--- config.mk ---
export PLATFORM = sky130hd
export DESIGN_NAME = codec_sport
export DESIGN_NICKNAME = d
export VERILOG_FILES = /design/src/rtl/ssp_pkg.sv /design/src/rtl/ssp_clkdiv.sv /design/src/rtl/ssp_tx.sv /design/src/rtl/ssp_rx.sv /design/src/rtl/ssp_regs.sv /design/src/rtl/codec_sport.sv
export SDC_FILE = /design/constraint.sdc
export NUM_CORES = 1
export LEC_CHECK = 0
export CORE_MARGIN = 2
export CORE_UTILIZATION = 30
export DETAILED_ROUTE_END_ITERATION = 10
export SLEW_MARGIN = 20
export SYNTH_ARGS = -nofsm -noshare
export SYNTH_HDL_FRONTEND = slang
export SYNTH_SLANG_ARGS = --single-unit
--- constraint.sdc ---
create_clock -name clk -period 3.5 [get_ports clk]
set_input_delay 0.7 -clock clk [delete_from_list [all_inputs] [get_ports clk]]
set_output_delay 0.7 -clock clk [all_outputs]
set_load 0.005 [all_outputs]
--- src/rtl/ssp_pkg.sv ---
package ssp_pkg;

    localparam int unsigned WORD_W   = 16;
    localparam int unsigned DIV_N    = 5;
    localparam int unsigned HIGH_CYC = 2;
    localparam int unsigned GAIN_LSB = 7;
    localparam int unsigned GAIN_W   = 3;

    typedef enum logic [1:0] {
        TX_IDLE  = 2'd0,
        TX_LEAD  = 2'd1,
        TX_SHIFT = 2'd2
    } tx_state_e;

    typedef enum logic {
        RX_IDLE  = 1'b0,
        RX_SHIFT = 1'b1
    } rx_state_e;

    typedef struct packed {
        logic rise;
        logic fall;
    } sclk_evt_t;

    function automatic int unsigned cnt_w(int unsigned n);
        return (n <= 2) ? 1 : $clog2(n);
    endfunction

endpackage

--- src/rtl/ssp_clkdiv.sv ---
module ssp_clkdiv import ssp_pkg::*; #(
    parameter int unsigned DIV  = DIV_N,
    parameter int unsigned HIGH = HIGH_CYC
) (
    input  logic      clk,
    input  logic      clr,
    output logic      sclk_q,
    output sclk_evt_t evt
);
    localparam int unsigned   CW     = cnt_w(DIV);
    localparam logic [CW-1:0] LAST_C = CW'(DIV - 1);
    localparam logic [CW-1:0] HIGH_C = CW'(HIGH);
    localparam logic [CW-1:0] FALL_C = CW'(HIGH - 1);

    logic [CW-1:0] cnt_q;
    logic [CW-1:0] cnt_d;

    always_comb begin
        evt.rise = (cnt_q == LAST_C);
        evt.fall = (cnt_q == FALL_C);
        cnt_d    = evt.rise ? '0 : cnt_q + 1'b1;
    end

    // Counter starts at its last value so the first edge out of clear is a rise.
    always_ff @(posedge clk) begin
        if (clr) begin
            cnt_q  <= LAST_C;
            sclk_q <= 1'b0;
        end else begin
            cnt_q  <= cnt_d;
            sclk_q <= (cnt_d < HIGH_C);
        end
    end

    assert_high_two_R2: assert property (@(posedge clk) disable iff (clr)
        $rose(sclk_q) && !$past(clr) |=> sclk_q);
    assert_high_ends_R2: assert property (@(posedge clk) disable iff (clr)
        sclk_q && $past(sclk_q) |=> !sclk_q);
    assert_low_three_R2: assert property (@(posedge clk) disable iff (clr)
        $fell(sclk_q) && !$past(clr) |=> !sclk_q ##1 !sclk_q);

endmodule

--- src/rtl/ssp_tx.sv ---
module ssp_tx import ssp_pkg::*; #(
    parameter int unsigned W = WORD_W
) (
    input  logic         clk,
    input  logic         clr,
    input  logic         pwrdn,
    input  logic         rise_evt,
    input  logic [W-1:0] tx_word,
    input  logic         tx_req,
    output logic         sdo_q,
    output logic         sdofs_q
);
    localparam int unsigned    BCW = $clog2(W + 1);
    localparam logic [BCW-1:0] W_C = BCW'(W);

    tx_state_e      st_q;
    logic [W-1:0]   hold_q;
    logic [W-1:0]   shreg_q;
    logic           pend_q;
    logic [BCW-1:0] bits_q;
    logic           at_boundary;
    logic           start_ok;

    always_comb begin
        at_boundary = (st_q == TX_IDLE) || ((st_q == TX_SHIFT) && (bits_q == W_C));
        start_ok    = rise_evt && pend_q && !pwrdn && at_boundary;
    end

    // Request holding register: a later request replaces an unsent one.
    always_ff @(posedge clk) begin
        if (clr) begin
            hold_q <= '0;
            pend_q <= 1'b0;
        end else if (tx_req) begin
            hold_q <= tx_word;
            pend_q <= 1'b1;
        end else if (start_ok) begin
            pend_q <= 1'b0;
        end
    end

    always_ff @(posedge clk) begin
        if (clr) begin
            st_q    <= TX_IDLE;
            shreg_q <= '0;
            bits_q  <= '0;
            sdo_q   <= 1'b0;
            sdofs_q <= 1'b0;
        end else if (pwrdn) begin
            st_q    <= TX_IDLE;
            sdofs_q <= 1'b0;
        end else if (rise_evt) begin
            if (start_ok) begin
                shreg_q <= hold_q;
                sdofs_q <= 1'b1;
                bits_q  <= '0;
                st_q    <= TX_LEAD;
            end else begin
                sdofs_q <= 1'b0;
                unique case (st_q)
                    TX_LEAD, TX_SHIFT: begin
                        if (bits_q == W_C) begin
                            st_q <= TX_IDLE;
                        end else begin
                            sdo_q   <= shreg_q[W-1];
                            shreg_q <= {shreg_q[W-2:0], 1'b0};
                            bits_q  <= bits_q + 1'b1;
                            st_q    <= TX_SHIFT;
                        end
                    end
                    default: st_q <= TX_IDLE;
                endcase
            end
        end
    end

    assert_sdo_on_rise_R3: assert property (@(posedge clk) disable iff (clr)
        !$stable(sdo_q) |-> $past(rise_evt) || $past(clr));
    assert_frame_needs_req_R4: assert property (@(posedge clk) disable iff (clr)
        $rose(sdofs_q) |-> $past(pend_q));
    assert_pd_no_frame_R9: assert property (@(posedge clk) disable iff (clr)
        pwrdn |=> !sdofs_q);
    assert_pd_holds_sdo_R9: assert property (@(posedge clk) disable iff (clr)
        pwrdn && !$past(clr) |=> $stable(sdo_q));

endmodule

--- src/rtl/ssp_rx.sv ---
module ssp_rx import ssp_pkg::*; #(
    parameter int unsigned W = WORD_W
) (
    input  logic         clk,
    input  logic         clr,
    input  logic         pwrdn,
    input  logic         fall_evt,
    input  logic         sdi,
    input  logic         sdifs,
    input  logic         dc_flag,
    output logic [W-1:0] word_q,
    output logic         is_data_q,
    output logic         we_q
);
    localparam int unsigned   CW     = cnt_w(W);
    localparam logic [CW-1:0] LAST_C = CW'(W - 1);

    rx_state_e     st_q;
    logic [CW-1:0] cnt_q;

    always_ff @(posedge clk) begin
        if (clr) begin
            st_q      <= RX_IDLE;
            cnt_q     <= '0;
            word_q    <= '0;
            is_data_q <= 1'b0;
            we_q      <= 1'b0;
        end else begin
            we_q <= 1'b0;
            if (pwrdn) begin
                st_q <= RX_IDLE;
            end else if (fall_evt) begin
                unique case (st_q)
                    RX_IDLE: begin
                        if (sdifs) begin
                            is_data_q <= dc_flag;
                            cnt_q     <= '0;
                            st_q      <= RX_SHIFT;
                        end
                    end
                    RX_SHIFT: begin
                        word_q <= {word_q[W-2:0], sdi};
                        cnt_q  <= cnt_q + 1'b1;
                        if (cnt_q == LAST_C) begin
                            we_q <= 1'b1;
                            st_q <= RX_IDLE;
                        end
                    end
                    default: st_q <= RX_IDLE;
                endcase
            end
        end
    end

    assert_word_on_fall_R5: assert property (@(posedge clk) disable iff (clr)
        we_q |-> $past(fall_evt) && !$past(pwrdn));
    assert_pd_no_word_R9: assert property (@(posedge clk) disable iff (clr)
        pwrdn |=> !we_q);

endmodule

--- src/rtl/ssp_regs.sv ---
module ssp_regs import ssp_pkg::*; #(
    parameter int unsigned W    = WORD_W,
    parameter int unsigned GLSB = GAIN_LSB,
    parameter int unsigned GW   = GAIN_W
) (
    input  logic          clk,
    input  logic          rst,
    input  logic          we,
    input  logic          is_data,
    input  logic [W-1:0]  word,
    output logic [W-1:0]  data_q,
    output logic          data_vld_q,
    output logic [W-1:0]  ctrl_q,
    output logic          ctrl_vld_q,
    output logic [GW-1:0] gain
);
    logic data_we;
    logic ctrl_we;

    always_comb begin
        data_we = we && is_data;
        ctrl_we = we && !is_data;
    end

    always_ff @(posedge clk) begin
        if (rst) begin
            data_q     <= '0;
            ctrl_q     <= '0;
            data_vld_q <= 1'b0;
            ctrl_vld_q <= 1'b0;
        end else begin
            data_vld_q <= data_we;
            ctrl_vld_q <= ctrl_we;
            if (data_we) data_q <= word;
            if (ctrl_we) ctrl_q <= word;
        end
    end

    assign gain = ctrl_q[GLSB +: GW];

    assert_ctrl_only_on_write_R6: assert property (@(posedge clk) disable iff (rst)
        !$stable(ctrl_q) |-> $past(we && !is_data) || $past(rst));
    assert_gain_only_on_write_R7: assert property (@(posedge clk) disable iff (rst)
        !$stable(gain) |-> $past(ctrl_we) || $past(rst));

endmodule

--- src/rtl/codec_sport.sv ---
module codec_sport import ssp_pkg::*; #(
    parameter int unsigned W    = WORD_W,
    parameter int unsigned DIV  = DIV_N,
    parameter int unsigned HIGH = HIGH_CYC,
    parameter int unsigned GLSB = GAIN_LSB,
    parameter int unsigned GW   = GAIN_W
) (
    input  logic          clk,
    input  logic          rst,
    input  logic          cs,
    input  logic          pwrdn,
    input  logic [W-1:0]  tx_word,
    input  logic          tx_req,
    input  logic          sdi,
    input  logic          sdifs,
    input  logic          dc_flag,
    output logic          sclk,
    output logic          sdo,
    output logic          sdofs,
    output logic          port_oe,
    output logic [W-1:0]  rx_data,
    output logic          rx_data_vld,
    output logic [W-1:0]  ctrl_word,
    output logic          ctrl_vld,
    output logic [GW-1:0] gain_sel
);
    logic         port_clr;
    logic         sclk_q;
    sclk_evt_t    evt;
    logic         sdo_q;
    logic         sdofs_q;
    logic [W-1:0] rx_word;
    logic         rx_is_data;
    logic         rx_we;

    assign port_clr = rst || !cs;

    ssp_clkdiv #(.DIV(DIV), .HIGH(HIGH)) u_clkdiv (
        .clk    (clk),
        .clr    (port_clr),
        .sclk_q (sclk_q),
        .evt    (evt)
    );

    ssp_tx #(.W(W)) u_tx (
        .clk      (clk),
        .clr      (port_clr),
        .pwrdn    (pwrdn),
        .rise_evt (evt.rise),
        .tx_word  (tx_word),
        .tx_req   (tx_req),
        .sdo_q    (sdo_q),
        .sdofs_q  (sdofs_q)
    );

    ssp_rx #(.W(W)) u_rx (
        .clk       (clk),
        .clr       (port_clr),
        .pwrdn     (pwrdn),
        .fall_evt  (evt.fall),
        .sdi       (sdi),
        .sdifs     (sdifs),
        .dc_flag   (dc_flag),
        .word_q    (rx_word),
        .is_data_q (rx_is_data),
        .we_q      (rx_we)
    );

    ssp_regs #(.W(W), .GLSB(GLSB), .GW(GW)) u_regs (
        .clk        (clk),
        .rst        (rst),
        .we         (rx_we),
        .is_data    (rx_is_data),
        .word       (rx_word),
        .data_q     (rx_data),
        .data_vld_q (rx_data_vld),
        .ctrl_q     (ctrl_word),
        .ctrl_vld_q (ctrl_vld),
        .gain       (gain_sel)
    );

    // Pins read low whenever the port is deselected.
    assign port_oe = cs;
    assign sclk    = cs && sclk_q;
    assign sdo     = cs && sdo_q;
    assign sdofs   = cs && sdofs_q;

    assert_reset_quiet_R1: assert property (@(posedge clk) disable iff (!cs)
        rst |=> !sclk && !sdo && !sdofs);
    assert_deselect_no_word_R8: assert property (@(posedge clk) disable iff (rst)
        !cs && $past(!cs) |=> !rx_data_vld && !ctrl_vld);
    assert_single_dest_R6: assert property (@(posedge clk) disable iff (rst)
        rx_we |=> $onehot0({rx_data_vld, ctrl_vld}) && (rx_data_vld || ctrl_vld));

endmodule

==> impl_metrics.csv, run 1 <==
group,metric,value,unit
clock_network,clk_pin_slew_worst_paths,0.07,ns
floorplanning,initial_core_util,30.69,%
global_route,grt_pass1_wl,14230,um
synthesis,synth_cell_types,38,
sta,fin_skew,0.008187,ns
synthesis,ys_ff_latch,102,
detailed_routing,detail_route.first_pass.iterations,4,
detailed_routing,antenna_left,0,
sta,slew_violations,0,
finish,fin_util,38.21,%
detailed_routing,drc,0,
detailed_routing,via_count,3204,
sta,setup_slack,0.7700,ns
placement,io_buffers,64,
synthesis,syn_area,0.004064,mm^2
clock_network,hold_buffers,0,
sta,finalSetupViolations,0,
sta,hold_viol_final,0,
status,status,"finished clean",
min_path,hold_class,"reg -> reg",
clock_network,clock_sinks,102,
setup_path,endpoint_kind,"output port",
setup_path,cp_common_cell,"clkdlybuf4s50_1",
setup_path,slowest_stage,"clkdlybuf4s50_1",
clock_network,clock_latency,0.35,ns
detailed_routing,drtIter0Drc,186,
clock_network,htree_num_levels,3,
setup_path,crit_chain,"clkdlybuf4s50_1, and2_1, clkdlybuf4s50_1",
floorplanning,fp.coreArea,0.01324,mm^2
sta,max_slew_margin,31.44,%
placement,dp_cells,673,
global_route,grt_max_degree,35,
synthesis,synth_warnings,0,
finish,drive_gt1_share,5.469,%
setup_path,cp_max_fo,6,
sta,min_period,2.730,ns
run,maxCapViolations,0,
setup_path,max_stage_delay,0.61,ns
global_route,grt_usage,12.09,%
synthesis,syn_inst,462,
finish,fin_nets,540,
power,power.leakage,1.798,nW
detailed_routing,wl_per_cell,12.38,um
clock_network,clockBufferDepth,2,
sta,period_share,78.00,%
clock_network,tritoncts,"built",
setup_path,crit_arrival,2.03,ns
placement,place_hpwl,5940,um
sta,max_freq,366.3,MHz
sta,tns,0,ns
finish,antenna_cells,0,
setup_path,path_class,"in -> out",
clock_network,cts_resized,0,
setup_path,required,2.80,ns
synthesis,syn-mean-instance-area,8.796,um^2
power,peakVddDrop,0.2567,mV
floorplanning,ios,65,
global_route,grt-ovfl-total,0,
clock_network,postCtsSetupRepairBufs,0,
power,powerDensity,440.6,mW/mm^2
floorplanning,dieArea,0.01449,mm^2
sta,rsz0062_at_grt,"no",
detailed_routing,via_per_inst,4.657,
detailed_routing,postRouteWirelength,8519,um
placement,post-place-ws,0.7682,ns
synthesis,synth-seq-area-share,50.25,%
clock_network,cts_root_buffer,"clkbuf_16",
floorplanning,die_w,120.4,um
placement,routabilityCongestion,0.7475,
finish,syn_to_final_growth,24.51,%
finish,finalNonFillerCells,688,
setup_path,startpoint_type,"input pin",
clock_network,cts_made_buffers,9,
floorplanning,rows,42,
global_route,antenna_found_initial,0,
global_route,grt_pass1_vias,2928,
sta,tightestPinTransition,1.025,ns
floorplanning,die_h,120.4,um
synthesis,syn_nets,494,
-- metal layers --
| metal | GRT usage (%) | routed length, um | share of wire (%) |
|---|---|---|---|
| met5 | 0 | 0 | 0 |
| met4 | 3.924 | 116 | 1.4 |
| met2 | 19.17 | 3752 | 44 |
| met1 | 15.88 | 4210 | 49 |
| met3 | 3.396 | 439 | 5.2 |
-- sequential cells by signal, indices dropped and copies added (netlist names) --
signal,count
u_rx.we_q,1
u_tx.sdo_q,1
u_tx.bits_q,5
u_clkdiv.cnt_q,3
u_rx.word_q,16
u_regs.data_q,16
u_tx.hold_q,16
u_tx.shreg_q,16
u_regs.data_vld_q,1
u_tx.st_q,2
u_rx.st_q,1
u_tx.pend_q,1
u_rx.is_data_q,1
u_regs.ctrl_q,16
u_rx.cnt_q,4
u_regs.ctrl_vld_q,1
u_clkdiv.sclk_q,1
-- worst max-delay path: cells and delay by family --
kind                   cells  cell delay (ns)
AND/OR/NAND/NOR            1             0.17
buffers and inverters      2             1.15
-- layout by cell type (no fill, tap or decap), drive strengths merged --
master and instances:
a21oi 69, a22oi 1, a31oi 3, and2 7
and3 1, and3b 2, buf 6, clkbuf 9
clkdlybuf4s50 64, clkinv 2, clkinvlp 1, dfxtp 102
ha 8, inv 10, mux2i 33, nand2 111
nand2b 3, nand3 8, nand3b 2, nand4 1
nand4bb 2, nor2 25, nor2b 3, nor3 6
nor3b 3, nor4 1, o21a 1, o21ai 6
o31ai 16, o41ai 1, or3b 1, or4 1
xnor2 3
-- synth_stat cells --
master / n / area share (%)
nand3b_1: 2 / 0.37
xnor2_1: 3 / 0.65
buf_6: 4 / 1.1
nand3_2: 1 / 0.25
nand3_1: 7 / 0.86
and3_1: 1 / 0.15
nand4_1: 1 / 0.15
and3b_2: 1 / 0.25
o21ai_0: 5 / 0.62
buf_4: 6 / 1.1
a22oi_1: 1 / 0.18
buf_2: 6 / 0.74
nor3_1: 6 / 0.74
nor4_2: 1 / 0.31
inv_1: 7 / 0.65
nand2_1: 111 / 10
o31ai_1: 16 / 3.0
nand2b_1: 3 / 0.46
nand4bb_4: 1 / 0.68
or4_1: 1 / 0.18
ha_1: 8 / 2.5
o21a_1: 1 / 0.18
o41ai_1: 1 / 0.22
nor2_1: 24 / 2.2
or3b_1: 1 / 0.22
nand4bb_1: 1 / 0.28
a31oi_1: 3 / 0.46
nor3b_1: 3 / 0.55
mux2i_1: 33 / 8.1
clkbuf_1: 17 / 1.6
dfxtp_1: 102 / 50
and3b_1: 1 / 0.22
a21oi_1: 69 / 8.5
nor2_2: 1 / 0.15
o21ai_2: 1 / 0.22
and2_1: 7 / 1.1
nor2b_1: 3 / 0.46
buf_1: 2 / 0.18
-- worst paths after layout --
kind                                      start                            end  slack [ns]  depth (start not counted)
setup / recovery                             cs                          sdofs        0.77                          3
hold / removal    u_regs.data_q[0]$_SDFFE_PP0P_  u_regs.data_q[0]$_SDFFE_PP0P_        0.46                          2
setup reg to reg    u_tx.bits_q[0]$_SDFFE_PP0P_      u_tx.st_q[1]$_SDFFE_PP0N_        1.39                          6
hold reg to reg   u_regs.data_q[0]$_SDFFE_PP0P_  u_regs.data_q[0]$_SDFFE_PP0P_        0.46                          2
-- where the power goes --
| group | total, mW | switching, mW | internal [mW] |
|---|---|---|---|
| clock | 0.940 | 0.450 | 0.491 |
| combinational | 0.110 | 0.0597 | 0.0508 |
| sequential | 1.18 | 0.00723 | 1.17 |
| total | 2.23 | 0.517 | 1.71 |
-- metrics by stage --
stage / total power, mW / cell area [um^2] / hold WS, ns
6_report: 2.229 / 5060 / 0.4555
5_1_grt: 2.319 / 5060 / 0.4738
4_1_cts: 2.260 / 5057 / 0.4573
3_5_place_dp: 1.316 / 4778 / 0.4471
3_3_place_gp: 1.314 / 4778 / 0.4447
2_1_floorplan: 1.271 / 4064 / 0.4447
-- layout make-up --
type | count | area (um^2)
fill | 1371 | 8183
sequential | 102 | 2042
multi-input combinational | 318 | 1807
timing repair buffer | 70 | 685.7
clock buffer | 9 | 225.2
tap | 176 | 220.2
clock inverter | 6 | 53.80
inverter | 7 | 26.28
-- kinds of logic (layout without fill, tap and decap cells) --
logic type               Yosys count  in the layout  share of synthesized area (%)
AND/OR/NAND/NOR                  177            177                          19.83
flip-flops                       102            102                          50.25
AO/OA/AOI/OAI                     97             97                          13.33
buffers and inverters             42             92                          5.357
multiplexers                      33             33                          8.128
adder cells (fa/ha/maj)            8              8                          2.463
XOR/XNOR                           3              3                         0.6467
Power figures use the tool's default switching activity.
==> run 2: changes to the inputs <==
==> constraint.sdc (replaced) <==
create_clock -name clk -period 2.25 [get_ports clk]
set_input_delay 0.45 -clock clk [delete_from_list [all_inputs] [get_ports clk]]
set_output_delay 0.45 -clock clk [all_outputs]
set_load 0.005 [all_outputs]
==> impl_metrics.csv, run 2 (synthesis gave the netlist of run 1 again) <==
group,metric,value,unit
clock_network,cts_resized,0,
clock_network,cts_made_buffers,9,
setup_path,path_class,"in -> out",
run,maxCapViolations,0,
placement,routabilityCongestion,0.7524,
finish,finalNonFillerCells,699,
min_path,hold_class,"reg -> reg",
global_route,grt_pass1_wl,14250,um
sta,finalSetupViolations,0,
global_route,grt_pass1_vias,3009,
detailed_routing,detail_route.first_pass.iterations,6,
finish,antenna_cells,0,
power,peakVddDrop,0.4936,mV
clock_network,clock_sinks,102,
global_route,grt-ovfl-total,0,
finish,regArea,0.002042,mm^2
detailed_routing,via_per_inst,4.605,
detailed_routing,antenna_left,0,
setup_path,crit_arrival,1.73,ns
finish,final_common_cell,"nand2_1",
floorplanning,fp.coreArea,0.01324,mm^2
setup_path,slowest_stage,"clkdlybuf4s50_1",
status,status,"finished clean",
sta,fin_skew,0.007034,ns
clock_network,postCtsSetupRepairBufs,0,
placement,io_buffers,64,
floorplanning,ios,65,
global_route,grt_usage,12.13,%
finish,syn_to_final_growth,26.75,%
placement,dp_cells,684,
placement,place_hpwl,6129,um
power,powerDensity,674.4,mW/mm^2
setup_path,endpoint_kind,"output port",
clock_network,htree_num_levels,3,
clock_network,cts_root_buffer,"clkbuf_16",
setup_path,required,1.80,ns
finish,drive_gt1_share,7.266,%
detailed_routing,postRouteWirelength,8609,um
setup_path,cp_max_fo,4,
power,p_total,3.474,mW
sta,slew_violations,0,
finish,nFillCells,1356,
floorplanning,rows,42,
clock_network,clockBufferDepth,2,
floorplanning,die_h,120.4,um
detailed_routing,via_count,3219,
clock_network,clk_pin_slew_worst_paths,0.07,ns
floorplanning,dieArea,0.01449,mm^2
finish,mostFrequentLayoutCells,"nand2_1, dfxtp_1, a21oi_1",
clock_network,hold_buffers,0,
setup_path,r2r_cells,7,
power,power.leakage,1.859,nW
setup_path,cp_common_cell,"clkdlybuf4s50_1",
min_path,worstHoldPathCells,2,
sta,period_share,96.72,%
sta,max_freq,459.5,MHz
finish,multi_input_area,0.001804,mm^2
detailed_routing,drc,0,
setup_path,crit_chain,"clkdlybuf4s50_1, and2_1, clkdlybuf4s50_1",
sta,hold_viol_final,0,
clock_network,clock_latency,0.34,ns
floorplanning,initial_core_util,30.69,%
floorplanning,die_w,120.4,um
setup_path,startpoint_type,"input pin",
sta,rsz0062_at_grt,"no",
sta,tns,0,ns
detailed_routing,drtIter0Drc,165,
finish,fin_nets,551,
global_route,antenna_found_initial,0,
sta,min_period,2.176,ns
detailed_routing,wl_per_cell,12.32,um
sta,max_slew_margin,53.48,%
finish,fin_util,38.90,%
sta,tightestPinTransition,0.6978,ns
clock_network,tritoncts,"built",
setup_path,max_stage_delay,0.58,ns
global_route,grt_max_degree,35,
==> run 2: cell count changes in the layout (fill, tap and decap cells not counted), sizes merged <==
cell and change:
buf +11, clkinvlp -1, inv +1
==> run 2: path summary, 6_finish.rpt <==
check	start	to	slack, ns
min reg2reg	u_regs.ctrl_q[0]$_SDFFE_PP0P_	u_regs.ctrl_q[0]$_SDFFE_PP0P_	0.46
max	cs	sdofs	0.07
min	u_regs.ctrl_q[0]$_SDFFE_PP0P_	u_regs.ctrl_q[0]$_SDFFE_PP0P_	0.46
max reg2reg	u_clkdiv.cnt_q[1]$_SDFF_PP0_	u_rx.word_q[2]$_SDFFE_PP0P_	0.57
==> run 2: metal layers <==
layer | up-vias | wire length, um | global-route usage (%) | share of wire, %
met5 | - | 0 | 0 | 0
met4 | 0 | 95 | 3.924 | 1.1
met3 | 8 | 414 | 3.160 | 4.8
met2 | 74 | 3971 | 20.20 | 46
met1 | 1466 | 4128 | 15.30 | 48
li1 | 1671 | - | - | -
==> run 2: cell type report <==
| type | instances | share of cell area [%] |
|---|---|---|
| inverter | 7 | 0.5101 |
| timing repair buffer | 81 | 15.16 |
| sequential | 102 | 39.64 |
| clock buffer | 9 | 4.372 |
| clock inverter | 6 | 1.020 |
| tap | 176 | 4.275 |
| multi-input combinational | 318 | 35.03 |
==> run 2: worst max-delay path: cells and delay by family <==
kind | cells | cell delay (ns)
and+or+nand+nor | 1 | 0.17
buffers and inverters | 2 | 1.11
==> run 2: stage by stage <==
step                instance area (um^2)  setup slack (ns)  hold WS [ns]
detailed placement                  4873           0.06127        0.4478
global placement                    4873           0.05615        0.4440
CTS                                 5151           0.06078        0.4580
global route                        5151           0.04604        0.4760
finish                              5151           0.07376        0.4559
floorplan                           4064            0.6794        0.4447
==> run 2: power by group <==
part           total (mW)  switching, mW  leakage (nW)  internal [mW]
combinational       0.182         0.0951         0.898         0.0866
sequential           1.83         0.0110         0.824           1.82
clock                1.46          0.695         0.137          0.764
total                3.47          0.801          1.86           2.67
==> run 3: changes to the inputs <==
--- a/config.mk
+++ b/config.mk
@@ -5,9 +5,11 @@
 export SDC_FILE = /design/constraint.sdc
 export NUM_CORES = 1
 export LEC_CHECK = 0
+export ABC_CLOCK_PERIOD_IN_PS = 2250
 export CORE_MARGIN = 2
-export CORE_UTILIZATION = 30
+export CORE_UTILIZATION = 25
 export DETAILED_ROUTE_END_ITERATION = 10
+export SKIP_LAST_GASP = 1
 export SLEW_MARGIN = 20
 export SYNTH_ARGS = -nofsm -noshare
 export SYNTH_HDL_FRONTEND = slang
==> impl_metrics.csv, run 3 (synthesis gave the netlist of run 1 again) <==
group,metric,value,unit
status,status,"finished clean",
setup_path,timing.rr.end,"u_tx.shreg_q[15]$_SDFFE_PP0P_",
global_route,grt-ovfl-total,0,
global_route,grt_pass1_vias,3083,
clock_network,clock_sinks,102,
sta,min_period,2.140,ns
finish,drive_gt1_share,7.266,%
min_path,hold_class,"reg -> reg",
detailed_routing,drtIter0Drc,170,
finish,nFillCells,1654,
detailed_routing,via_count,3270,
clock_network,tritoncts,"built",
sta,tightestPinTransition,0.6977,ns
global_route,grt_max_degree,35,
placement,io_buffers,64,
power,powerDensity,700.6,mW/mm^2
setup_path,crit_arrival,1.69,ns
power,power.leakage,1.876,nW
floorplanning,rows,46,
global_route,grt_usage,10.41,%
power,p_total,3.682,mW
clock_network,cts_resized,0,
min_path,hold_path_end,"u_regs.ctrl_q[2]$_SDFFE_PP0P_",
clock_network,postCtsSetupRepairBufs,0,
detailed_routing,wl_per_cell,12.09,um
setup_path,required,1.80,ns
setup_path,crit_chain,"clkdlybuf4s50_1, and2_1, clkdlybuf4s50_1",
setup_path,cp_max_fo,4,
setup_path,crit_family,"buffers and inverters",
finish,syn_to_final_growth,29.31,%
placement,place_hpwl,6391,um
detailed_routing,detail_route.first_pass.iterations,4,
setup_path,path_class,"in -> out",
finish,final_common_cell,"nand2_1",
finish,fin_nets,550,
finish,multi_input_area,0.001807,mm^2
sta,tns,0,ns
sta,period_share,95.10,%
setup_path,r2r_cells,6,
detailed_routing,via_per_inst,4.425,
floorplanning,die_w,131.5,um
floorplanning,initial_core_util,25.58,%
floorplanning,ios,65,
setup_path,r2r_slack,0.40,ns
sta,max_freq,467.3,MHz
clock_network,cts_made_buffers,9,
sta,hold_viol_final,0,
clock_network,hold_buffers,0,
clock_network,clock_latency,0.34,ns
finish,fin_util,33.08,%
global_route,grt_pass1_wl,14620,um
detailed_routing,drc,0,
setup_path,max_stage_delay,0.58,ns
clock_network,cts_root_buffer,"clkbuf_16",
setup_path,slowest_stage,"clkdlybuf4s50_1",
setup_path,timing.rr.start,"u_tx.bits_q[0]$_SDFFE_PP0P_",
setup_path,cp_num_buf_inv,2,
finish,regArea,0.002042,mm^2
finish,mostFrequentLayoutCells,"nand2_1, dfxtp_1, a21oi_1",
floorplanning,die_h,131.5,um
min_path,min-delay-start,"u_regs.ctrl_q[2]$_SDFFE_PP0P_",
run,maxCapViolations,0,
sta,fin_skew,0.004229,ns
global_route,antenna_found_initial,0,
sta,rsz0062_at_grt,"no",
sta,max_slew_margin,53.48,%
detailed_routing,postRouteWirelength,8933,um
placement,routabilityCongestion,0.7539,
min_path,worstHoldPathCells,2,
clock_network,htree_num_levels,3,
detailed_routing,antenna_left,0,
clock_network,clockBufferDepth,2,
finish,antenna_cells,0,
power,peakVddDrop,0.4017,mV
sta,fin_hold_ws,0.4555,ns
setup_path,endpoint_kind,"output port",
floorplanning,dieArea,0.01729,mm^2
sta,finalSetupViolations,0,
clock_network,clk_pin_slew_worst_paths,0.07,ns
setup_path,startpoint_type,"input pin",
setup_path,cp_common_cell,"clkdlybuf4s50_1",
sta,slew_violations,0,
floorplanning,fp.coreArea,0.01589,mm^2
run 3: changes by cell type in the layout (fill, tap and decap cells not counted), moves of 2 or more:
cell        delta
buf_4          -2
bufinv_16      +2
clkinvlp_4     +2
inv_6          -4
run 3: cell type report:
| class | count | area share (%) |
|---|---|---|
| Inverter | 7 | 0.5000 |
| Multi-Input combinational cell | 318 | 34.38 |
| Tap cell | 216 | 5.143 |
| Sequential cell | 102 | 38.86 |
| Clock buffer | 10 | 4.357 |
| Clock inverter | 6 | 1.810 |
| Timing Repair Buffer | 80 | 14.95 |
run 3: how the worst max path moves through the flow:
stage / startpoint / end / cells after the start / slack, ns
after CTS: cs / sclk / 3 / 0.06
after detailed placement: cs / sclk / 3 / 0.06
after global routing: cs / sclk / 3 / 0.05
after floorplan: u_tx.bits_q[0]$_SDFFE_PP0P_ / u_tx.shreg_q[10]$_SDFFE_PP0P_ / 8 / 0.68
after global placement: cs / sclk / 3 / 0.06
final: cs / sclk / 3 / 0.11
run 3: stage by stage:
step | setup slack, ns | cells | cell area [um^2]
floorplan | 0.6794 | 462 | 4064
global placement | 0.05550 | 723 | 4931
detailed placement | 0.05711 | 723 | 4931
CTS | 0.05828 | 739 | 5255
global route | 0.05394 | 739 | 5255
finish | 0.1102 | 739 | 5255
run 3: tightest hold or removal path, cell delays in order (launching register included):
cell,delay [ns]
dfxtp_1,0.31
nand2_1,0.05
a21oi_1,0.05
run 3: layer usage:
metal  vias to the layer above  part of all wire [%]  routed length, um  global-route usage [%]
met4                         0                   1.1                101                   3.200
met5                         -                     0                  0                       0
li1                       1667                     -                  -                       -
met2                        72                    51               4528                   18.88
met1                      1522                    44               3888                   11.76
met3                         9                   4.6                414                   2.971
run 3: report_power, final:
part	internal (mW)	switching, mW	total (mW)
combinational	0.0910	0.0958	0.187
sequential	1.82	0.0109	1.83
clock	0.984	0.677	1.66
total	2.90	0.784	3.68
